`src/rtl/sdram_seq_pkg.sv`:
```
package sdram_seq_pkg;

    typedef enum logic [2:0] {
        MODE_NORMAL  = 3'd0,
        MODE_NOP     = 3'd1,
        MODE_PRECHG  = 3'd2,
        MODE_LOADMR  = 3'd3,
        MODE_AUTOREF = 3'd4
    } seq_mode_e;

    // Pin order {cs_n, ras_n, cas_n, we_n}
    localparam logic [3:0] PINS_DESEL = 4'b1111;
    localparam logic [3:0] PINS_NOP   = 4'b0111;
    localparam logic [3:0] PINS_PRE   = 4'b0010;
    localparam logic [3:0] PINS_REF   = 4'b0001;
    localparam logic [3:0] PINS_MRS   = 4'b0000;

    function automatic logic [3:0] mode_to_pins(input logic [2:0] mode, input logic is_write);
        logic [3:0] p;
        p = PINS_NOP;
        if (is_write) begin
            unique case (mode)
                MODE_PRECHG:  p = PINS_PRE;
                MODE_LOADMR:  p = PINS_MRS;
                MODE_AUTOREF: p = PINS_REF;
                default:      p = PINS_NOP;
            endcase
        end
        return p;
    endfunction

endpackage

```
`src/rtl/sdram_pwrup_wait.sv`:
```
module sdram_pwrup_wait #(
    parameter int PWRUP_CYC = 40000
) (
    input  logic clk,
    input  logic rst_n,
    output logic pwrup_done
);
    localparam int CW = (PWRUP_CYC > 2) ? $clog2(PWRUP_CYC) : 1;
    localparam logic [CW-1:0] LAST = CW'(PWRUP_CYC - 1);

    logic [CW-1:0] cnt_q;

    always_ff @(posedge clk or negedge rst_n) begin
        if (!rst_n)             cnt_q <= '0;
        else if (cnt_q != LAST) cnt_q <= cnt_q + 1'b1;
    end

    assign pwrup_done = (cnt_q == LAST);
endmodule

```
`src/rtl/sdram_refresh_timer.sv`:
```
module sdram_refresh_timer #(
    parameter int TIMER_W = 12
) (
    input  logic               clk,
    input  logic               rst_n,
    input  logic               run,
    input  logic               rtmr_we,
    input  logic [TIMER_W-1:0] rtmr_wdata,
    input  logic               ref_ack,
    output logic               ref_pend
);
    logic [TIMER_W-1:0] rtmr_q;
    logic [TIMER_W-1:0] cnt_q;
    logic               active;
    logic               tick;

    assign active = run && (rtmr_q != '0);
    assign tick   = active && !rtmr_we && (cnt_q == rtmr_q - 1'b1);

    always_ff @(posedge clk or negedge rst_n) begin
        if (!rst_n) begin
            rtmr_q <= '0;
            cnt_q  <= '0;
        end else if (rtmr_we) begin
            rtmr_q <= rtmr_wdata;
            cnt_q  <= '0;
        end else if (active) begin
            cnt_q <= tick ? '0 : cnt_q + 1'b1;
        end else begin
            cnt_q <= '0;
        end
    end

    always_ff @(posedge clk or negedge rst_n) begin
        if (!rst_n)      ref_pend <= 1'b0;
        else if (active) ref_pend <= (ref_pend && !ref_ack) || tick;
        else             ref_pend <= 1'b0;
    end
endmodule

```
`src/rtl/sdram_cmd_fsm.sv`:
```
module sdram_cmd_fsm
    import sdram_seq_pkg::*;
#(
    parameter int ADDR_W = 13
) (
    input  logic              clk,
    input  logic              rst_n,
    input  logic              pwrup_done,
    input  logic              ref_pend,
    input  logic [2:0]        mode,
    input  logic [2:0]        cas_lat,
    input  logic [2:0]        burst_len,
    input  logic              acc_req,
    input  logic              acc_we,
    output logic              acc_ready,
    output logic              ref_ack,
    output logic [3:0]        pins,
    output logic [ADDR_W-1:0] addr
);
    typedef enum logic [1:0] {ST_PWRUP, ST_IDLE, ST_REF, ST_HOST} st_e;

    st_e        state_q, state_d;
    logic [3:0] cmd_q;

    always_comb begin
        state_d = state_q;
        unique case (state_q)
            ST_PWRUP: if (pwrup_done) state_d = ST_IDLE;
            ST_IDLE: begin
                if (ref_pend)     state_d = ST_REF;
                else if (acc_req) state_d = ST_HOST;
            end
            ST_REF:  state_d = ST_IDLE;
            ST_HOST: state_d = ST_IDLE;
        endcase
    end

    always_ff @(posedge clk or negedge rst_n) begin
        if (!rst_n) begin
            state_q <= ST_PWRUP;
            cmd_q   <= PINS_NOP;
        end else begin
            state_q <= state_d;
            if (state_q == ST_IDLE && !ref_pend && acc_req)
                cmd_q <= mode_to_pins(mode, acc_we);
        end
    end

    always_comb begin
        pins      = PINS_NOP;
        acc_ready = 1'b0;
        ref_ack   = 1'b0;
        unique case (state_q)
            ST_PWRUP: pins = PINS_DESEL;
            ST_IDLE:  pins = PINS_NOP;
            ST_REF: begin
                pins    = PINS_REF;
                ref_ack = 1'b1;
            end
            ST_HOST: begin
                pins      = cmd_q;
                acc_ready = 1'b1;
            end
        endcase
        addr = '0;
        if (pins == PINS_PRE)      addr[10]  = 1'b1;
        else if (pins == PINS_MRS) addr[6:0] = {cas_lat, 1'b0, burst_len};
    end

    assert_ready_once_R3: assert property (@(posedge clk) disable iff (!rst_n)
        acc_ready |=> !acc_ready);

    assert_ref_wins_R9: assert property (@(posedge clk) disable iff (!rst_n)
        (state_q == ST_IDLE && ref_pend && acc_req) |=> !acc_ready);
endmodule

```
`src/rtl/sdram_cmd_seq.sv`:
```
module sdram_cmd_seq
    import sdram_seq_pkg::*;
#(
    parameter int ADDR_W    = 13,
    parameter int TIMER_W   = 12,
    parameter int PWRUP_CYC = 40000
) (
    input  logic               clk,
    input  logic               rst_n,
    input  logic               mode_we,
    input  logic [2:0]         mode_wdata,
    input  logic               rtmr_we,
    input  logic [TIMER_W-1:0] rtmr_wdata,
    input  logic [2:0]         cas_lat,
    input  logic [2:0]         burst_len,
    input  logic               acc_req,
    input  logic               acc_we,
    output logic               acc_ready,
    output logic               sd_cs_n,
    output logic               sd_ras_n,
    output logic               sd_cas_n,
    output logic               sd_we_n,
    output logic [ADDR_W-1:0]  sd_addr
);
    logic [2:0] mode_q;
    logic       pwrup_done;
    logic       ref_pend;
    logic       ref_ack;
    logic [3:0] pins;

    always_ff @(posedge clk or negedge rst_n) begin
        if (!rst_n)       mode_q <= MODE_NORMAL;
        else if (mode_we) mode_q <= mode_wdata;
    end

    sdram_pwrup_wait #(.PWRUP_CYC(PWRUP_CYC)) u_pwrup (
        .clk(clk), .rst_n(rst_n), .pwrup_done(pwrup_done)
    );

    sdram_refresh_timer #(.TIMER_W(TIMER_W)) u_rtmr (
        .clk(clk), .rst_n(rst_n),
        .run(pwrup_done && (mode_q == MODE_NORMAL)),
        .rtmr_we(rtmr_we), .rtmr_wdata(rtmr_wdata),
        .ref_ack(ref_ack), .ref_pend(ref_pend)
    );

    sdram_cmd_fsm #(.ADDR_W(ADDR_W)) u_fsm (
        .clk(clk), .rst_n(rst_n), .pwrup_done(pwrup_done), .ref_pend(ref_pend),
        .mode(mode_q), .cas_lat(cas_lat), .burst_len(burst_len),
        .acc_req(acc_req), .acc_we(acc_we), .acc_ready(acc_ready),
        .ref_ack(ref_ack), .pins(pins), .addr(sd_addr)
    );

    assign {sd_cs_n, sd_ras_n, sd_cas_n, sd_we_n} = pins;

    assert_quiet_pwrup_R1: assert property (@(posedge clk) disable iff (!rst_n)
        !pwrup_done |-> (sd_cs_n && sd_ras_n && sd_cas_n && sd_we_n && !acc_ready));

    assert_cmd_one_clk_R3: assert property (@(posedge clk) disable iff (!rst_n)
        (!sd_cs_n && !(sd_ras_n && sd_cas_n && sd_we_n)) |=>
        (!sd_cs_n && sd_ras_n && sd_cas_n && sd_we_n));

    assert_pre_a10_R4: assert property (@(posedge clk) disable iff (!rst_n)
        (!sd_cs_n && !sd_ras_n && sd_cas_n && !sd_we_n) |-> sd_addr[10]);

    assert_ref_after_req_R7: assert property (@(posedge clk) disable iff (!rst_n)
        (!sd_cs_n && !sd_ras_n && !sd_cas_n && sd_we_n && !acc_ready) |-> $past(ref_pend));
endmodule

```
`config.mk`:
```
export PLATFORM = sky130hd
export DESIGN_NAME = sdram_cmd_seq
export DESIGN_NICKNAME = d
export VERILOG_FILES = /design/src/rtl/sdram_seq_pkg.sv /design/src/rtl/sdram_pwrup_wait.sv /design/src/rtl/sdram_refresh_timer.sv /design/src/rtl/sdram_cmd_fsm.sv /design/src/rtl/sdram_cmd_seq.sv
export SDC_FILE = /design/constraint.sdc
export NUM_CORES = 1
export LEC_CHECK = 0
export ABC_CLOCK_PERIOD_IN_PS = 2750
export BUFFER_PORTS_ARGS = -buffer_cell sky130_fd_sc_hd__buf_2
export CORE_MARGIN = 5
export CORE_UTILIZATION = 48
export DETAILED_ROUTE_END_ITERATION = 10
export PLACE_DENSITY = 0.8
export SLEW_MARGIN = 10
export SYNTH_ARGS = -nofsm -noshare
export SYNTH_HDL_FRONTEND = slang
export SYNTH_SLANG_ARGS = --single-unit
export TNS_END_PERCENT = 100
```
`constraint.sdc`:
```
create_clock -name clk -period 2.75 [get_ports clk]
set_input_delay 0.1375 -clock clk [delete_from_list [all_inputs] [get_ports clk]]
set_output_delay 0.1375 -clock clk [all_outputs]
set_load 0.02 [all_outputs]
```
=== After elaboration in Yosys (flattened, before gate mapping) ===
Cells that the tools add are included.

* Muxes and demuxes: 16
* Eq/ne operators: 12
* Reductions and logical operators: 17
* Add/sub/neg operators: 3

{| class="wikitable"
|+ Operators with widths
! operator !! number
|-
| $mux 12 || 3
|-
| $add 16x1->16 const B || 1
|-
| $eq 16x16->1 const B || 1
|-
| $ne 16x16->1 const B || 1
|-
| $pmux 4 s4 || 1
|-
| $mux 7 || 2
|-
| $add 12x1->12 const B || 1
|-
| $eq 12x12->1 || 1
|-
| $reduce_bool 12->1 || 1
|-
| $sub 12x1->12 const B || 1
|-
| $pmux 3 s3 || 1
|-
| $logic_and 1x1->1 || 7
|-
| $eq 3x2->1 const B || 2
|-
| $mux 2 || 3
|-
| $pmux 2 s3 || 1
|-
| $eq 2x2->1 const B || 2
|-
| $eq 4x2->1 const B || 1
|-
| $logic_not 4->1 || 1
|-
| $mux 1 || 4
|-
| $mux 4 || 1
|-
| $eq 3x3->1 const B || 1
|-
| $logic_not 1->1 || 3
|-
| $logic_not 3->1 || 1
|-
| $ne 3x3->1 const B || 1
|-
| other kinds (6) || 6
|}

* Flip-flop bits (word level): 50
* Output and inout port bits: 18
* Logic and storage cells: 55
* Input bits: 27

=== Longest topological paths before layout ===
* Word-level depth: 8
* Gate-level depth with buffers: 9
* Mapped depth without buffers: 8

=== By module ===
Synthesis repeated with hierarchy kept, for this count alone.

* Cell total of the unflattened synthesis: 276
* Area total of the unflattened synthesis: 2757.6 um^2

{| class="wikitable"
|+ By module, submodules not included
! module !! seq. area each (um^2) !! area an instance (um^2) !! times used !! cells each
|-
| sdram_refresh_timer || 625.6 || 1475.2 || 1 || 157
|-
| sdram_pwrup_wait || 400.4 || 777.0 || 1 || 66
|-
| sdram_cmd_fsm || 128.9 || 387.9 || 1 || 46
|-
| sdram_cmd_seq || 75.1 || 117.6 || 1 || 7
|}

=== Worst setup path after synthesis ===
No wires, ideal clock.

* Path kind: reg2reg
* From: register u_rtmr.rtmr_q[0]
* To: register u_rtmr.ref_pend
* Path slack: 388 ps
* Path buffers: 0
* Clock period less this slack: 2362 ps
* Required time: 2639 ps
* Arrival time: 2250 ps
* Library setup time: 111 ps
* Cell stages (with the launch flop): 9
* Cells stage by stage: dfrtp_1 inv_1 ha_1 nor3b_4 nand3_2 a2111oi_2 o211ai_1 or4_1 a2111oi_2

* Longest elaborated chain between the ends: 6
* Elaborated cells between the ends (all ways): 8
* Classes of those cells: add/sub (1); eq/ne (1); mux (1); reduce/logical (5)

{| class="wikitable"
|+ RTL lines
! item !! line !! RTL
|-
| start: declaration || sdram_refresh_timer.sv:12 || <nowiki>logic [TIMER_W-1:0] rtmr_q;</nowiki>
|-
| start signal: assignment || sdram_refresh_timer.sv:25 || <nowiki>rtmr_q <= rtmr_wdata;</nowiki>
|-
| parallel branches: the longest is 5 deep, another holds $sub 12x1->12 || n/a ||
|-
| $mux 1 (*) || sdram_refresh_timer.sv:36 || <nowiki>else if (active) ref_pend <= (ref_pend && !ref_ack) || tick;</nowiki>
|-
| end signal: assignment || sdram_refresh_timer.sv:36 ||
|-
| end: declaration || sdram_refresh_timer.sv:10 || <nowiki>output logic ref_pend</nowiki>
|}

Every way passes the cells marked *.
A chain may end at the register's enable or synchronous reset.

=== Final worst setup path ===
Ends and elaborated chain as after synthesis.

==> impl_metrics.toml <==
[logic_synthesis]
synth_edf_count = 0
netlist_area_sq_um = 2620
yosysTopAreaCell = "dfrtp_1"
yosysUniqueCellTypes = 46
yosysSeqAreaShare_pct = 47.0
synth_top_area_share_pct = 44.0
avgSynthCellArea_sq_um = 10.4
ys_top_cells_by_area = "dfrtp_1, xnor2_1, mux2_2, xor2_1, nor2_1"
ys_warn_count = 0
ys.flop_type = "dfrtp_1"
synth_cells = 252
ys_ff_latch = 49
async_flop_share_pct = 100

[sta]
timing.final.crit_share_pct = 91.7
fin_skew_ns = 0.0105
max_slew_margin_pct = 29.7
setup_tns_ns = 0
fmax_ghz = 0.397
worst_pin_slew_ns = 1.05
hold_violations = 0
rsz0062_at_grt = "no"
period_needed_ns = 2.52
setup_violations = 0
drv_slew = 0

[floorplan]
die_y_um = 83.8
die_w_um = 83.8
rows = 26
dieArea_sq_um = 7030
initial_core_util_pct = 50.3
core-area_sq_um = 5200
io_pins = 45

[critical_path]
cp.arrival_ns = 2.71
crit_required_ns = 2.94
end_kind = "flip-flop"
rrSetupSlack_ns = 0.23
crit_path_start_kind = "flip-flop"
critPathMaxFanout = 4
crit_type = "reg2reg"

[power]
p_leak_nw = 1.30
cellPowerDensity_nw_per_um2 = 499
vdd_drop_max_v = 0.000353

[clock_tree]
clk_latency_ns = 0.30
cts_buffer_depth = 2
clock_sink_count = 49
cts_root_buf = "clkbuf_8"
cts_buffers = 5
clkTransAtPathRegs_ns = 0.09
htree_levels = 2
cts_tree = "yes"

[global_route]
first_global_vias = 1912
grt_usage_pct = 14.8
grt_max_degree = 50
antenna_found_initial = 0
grt_pass1_wl_um = 8650
grt.overflow.total = 0

[place]
io_buffers = 38
place_congestion = 0.898
hpwlAfterDp_um = 3620

[drt]
antenna_left = 0
drt_iter0_drc = 61
via_per_inst = 5.25
wirelength_um = 4850
firstDrtPassIters = 4
via_count = 1911
wl_per_cell_um = 13.3
drcViolationCount = 0

[finish]
areaGrowthSynthToFinish_pct = 15.3
fill_cells = 459
multi_input_area_sq_um = 1320
nets = 324
mostFrequentLayoutCell = "dfrtp_1"
utilization_pct = 58.0
layout.cells.most_common_list = "dfrtp_1, buf_2, xnor2_1, nor2_1, nand2_1"
ff_latch_area_sq_um = 1230
antenna_cells_inserted = 0
final_layout_size_suffix_gt1_share_pct = 25.2

[min_path]
hold_class = "in2reg"

[flow_run]
maxCapViolCount = 0

[outcome]
outcome = "finished clean"
[logic make-up (layout without fill, tap and decap cells)]
kind of cell | Yosys count | after routing | synth area share, %
and+or+nand+nor | 98 | 98 | 20.7
DFF | 49 | 49 | 47.0
xor gates and xnor gates | 40 | 40 | 13.4
AOI/OAI and AO/OA | 26 | 26 | 7.31
buffers and inverters | 21 | 58 | 3.92
muxes | 13 | 13 | 5.59
adders and majority gates | 4 | 4 | 1.91
other | 1 | 6 | 0.143
[metrics by stage]
step                setup slack (ns)  area, sq um  power [mW]  hold WS (ns)  instances
CTS                            0.150         2990        1.52       0.00476        363
finish                         0.229         3020        1.51        0.0149        364
global route                  0.0332         3020        1.58       0.00747        364
detailed placement             0.181         2860       0.927         0.322        355
floorplan                      0.388         2640       0.881        -0.158        257
global placement               0.306         2860       0.923         0.313        355
[worst max-delay path, cell delays in order, from the launching register on]
cell       delay [ns]
dfrtp_2          0.45
inv_1            0.13
ha_1             0.19
nor3b_4          0.24
nand3_2          0.13
a2111oi_2        0.31
o211ai_1         0.17
or4_4            0.45
a2111oi_4        0.35
[path summary, 6_finish.rpt]
| path | to | from | cells past startpoint |
|---|---|---|---|
| setup / recovery | u_rtmr.ref_pend | u_rtmr.rtmr_q[0] | 8 |
| setup reg to reg | u_rtmr.ref_pend | u_rtmr.rtmr_q[0] | 8 |
| hold reg to reg | u_pwrup.cnt_q[12] | u_pwrup.cnt_q[12] | 1 |
| hold / removal | u_fsm.cmd_q[0] | acc_we | 2 |
| max in group asynchronous | u_rtmr.rtmr_q[0] | rst_n | 1 |
| min in group asynchronous | u_pwrup.cnt_q[3] | rst_n | 1 |
[cells in the mapped netlist, types with 2 or more instances]
library cell	n
and2_1	9
and3_1	8
ha_1	4
dfrtp_1	46
dfstp_2	3
o21ai_0	7
o211ai_1	3
nand3_1	10
a2111oi_2	2
xnor2_1	29
or3_1	2
nor4_1	3
a21oi_1	2
buf_4	6
nand2_1	19
nor3_1	3
inv_1	9
a31oi_1	3
nor4b_1	2
nor2_1	22
a41oi_1	2
o31ai_1	2
clkbuf_1	4
mux2_2	13
xor2_1	11
nand4_1	8
[flip-flops by register name (all words and copies together) (netlist names)]
| name | flops |
|---|---|
| mode_q | 3 |
| u_rtmr.rtmr_q | 12 |
| u_rtmr.ref_pend | 1 |
| u_pwrup.cnt_q | 16 |
| u_fsm.state_q | 2 |
| u_fsm.cmd_q | 3 |
| u_rtmr.cnt_q | 12 |
[layer usage]
metal  track usage [%]  wire, um  part of all wire, %
met5                 0         0                    0
met4              3.95        36                 0.74
met3              3.95       285                  5.9
met2              24.3      2330                   48
met1              19.3      2200                   45
[power by group]
part	internal, mW	total, mW	switching, mW
Clock	0.361	0.593	0.231
Sequential	0.742	0.775	0.0329
Combinational	0.0683	0.140	0.0719
[timing repair]
item,4_1_cts,5_1_grt
hold buffers,0,0
resized for setup,0,3
setup buffers,0,1
endpoints found under the setup margin,0,1
endpoints found under the hold margin,0,0
[final cells by class]
cell class	count	area share, %
Tap cell	70	2.90
Inverter	9	1.12
Timing Repair Buffer	41	7.05
Clock inverter	3	2.15
Sequential cell	49	40.8
Clock buffer	5	2.28
Multi-Input combinational cell	187	43.7
(Power assumes the default switching activity.)
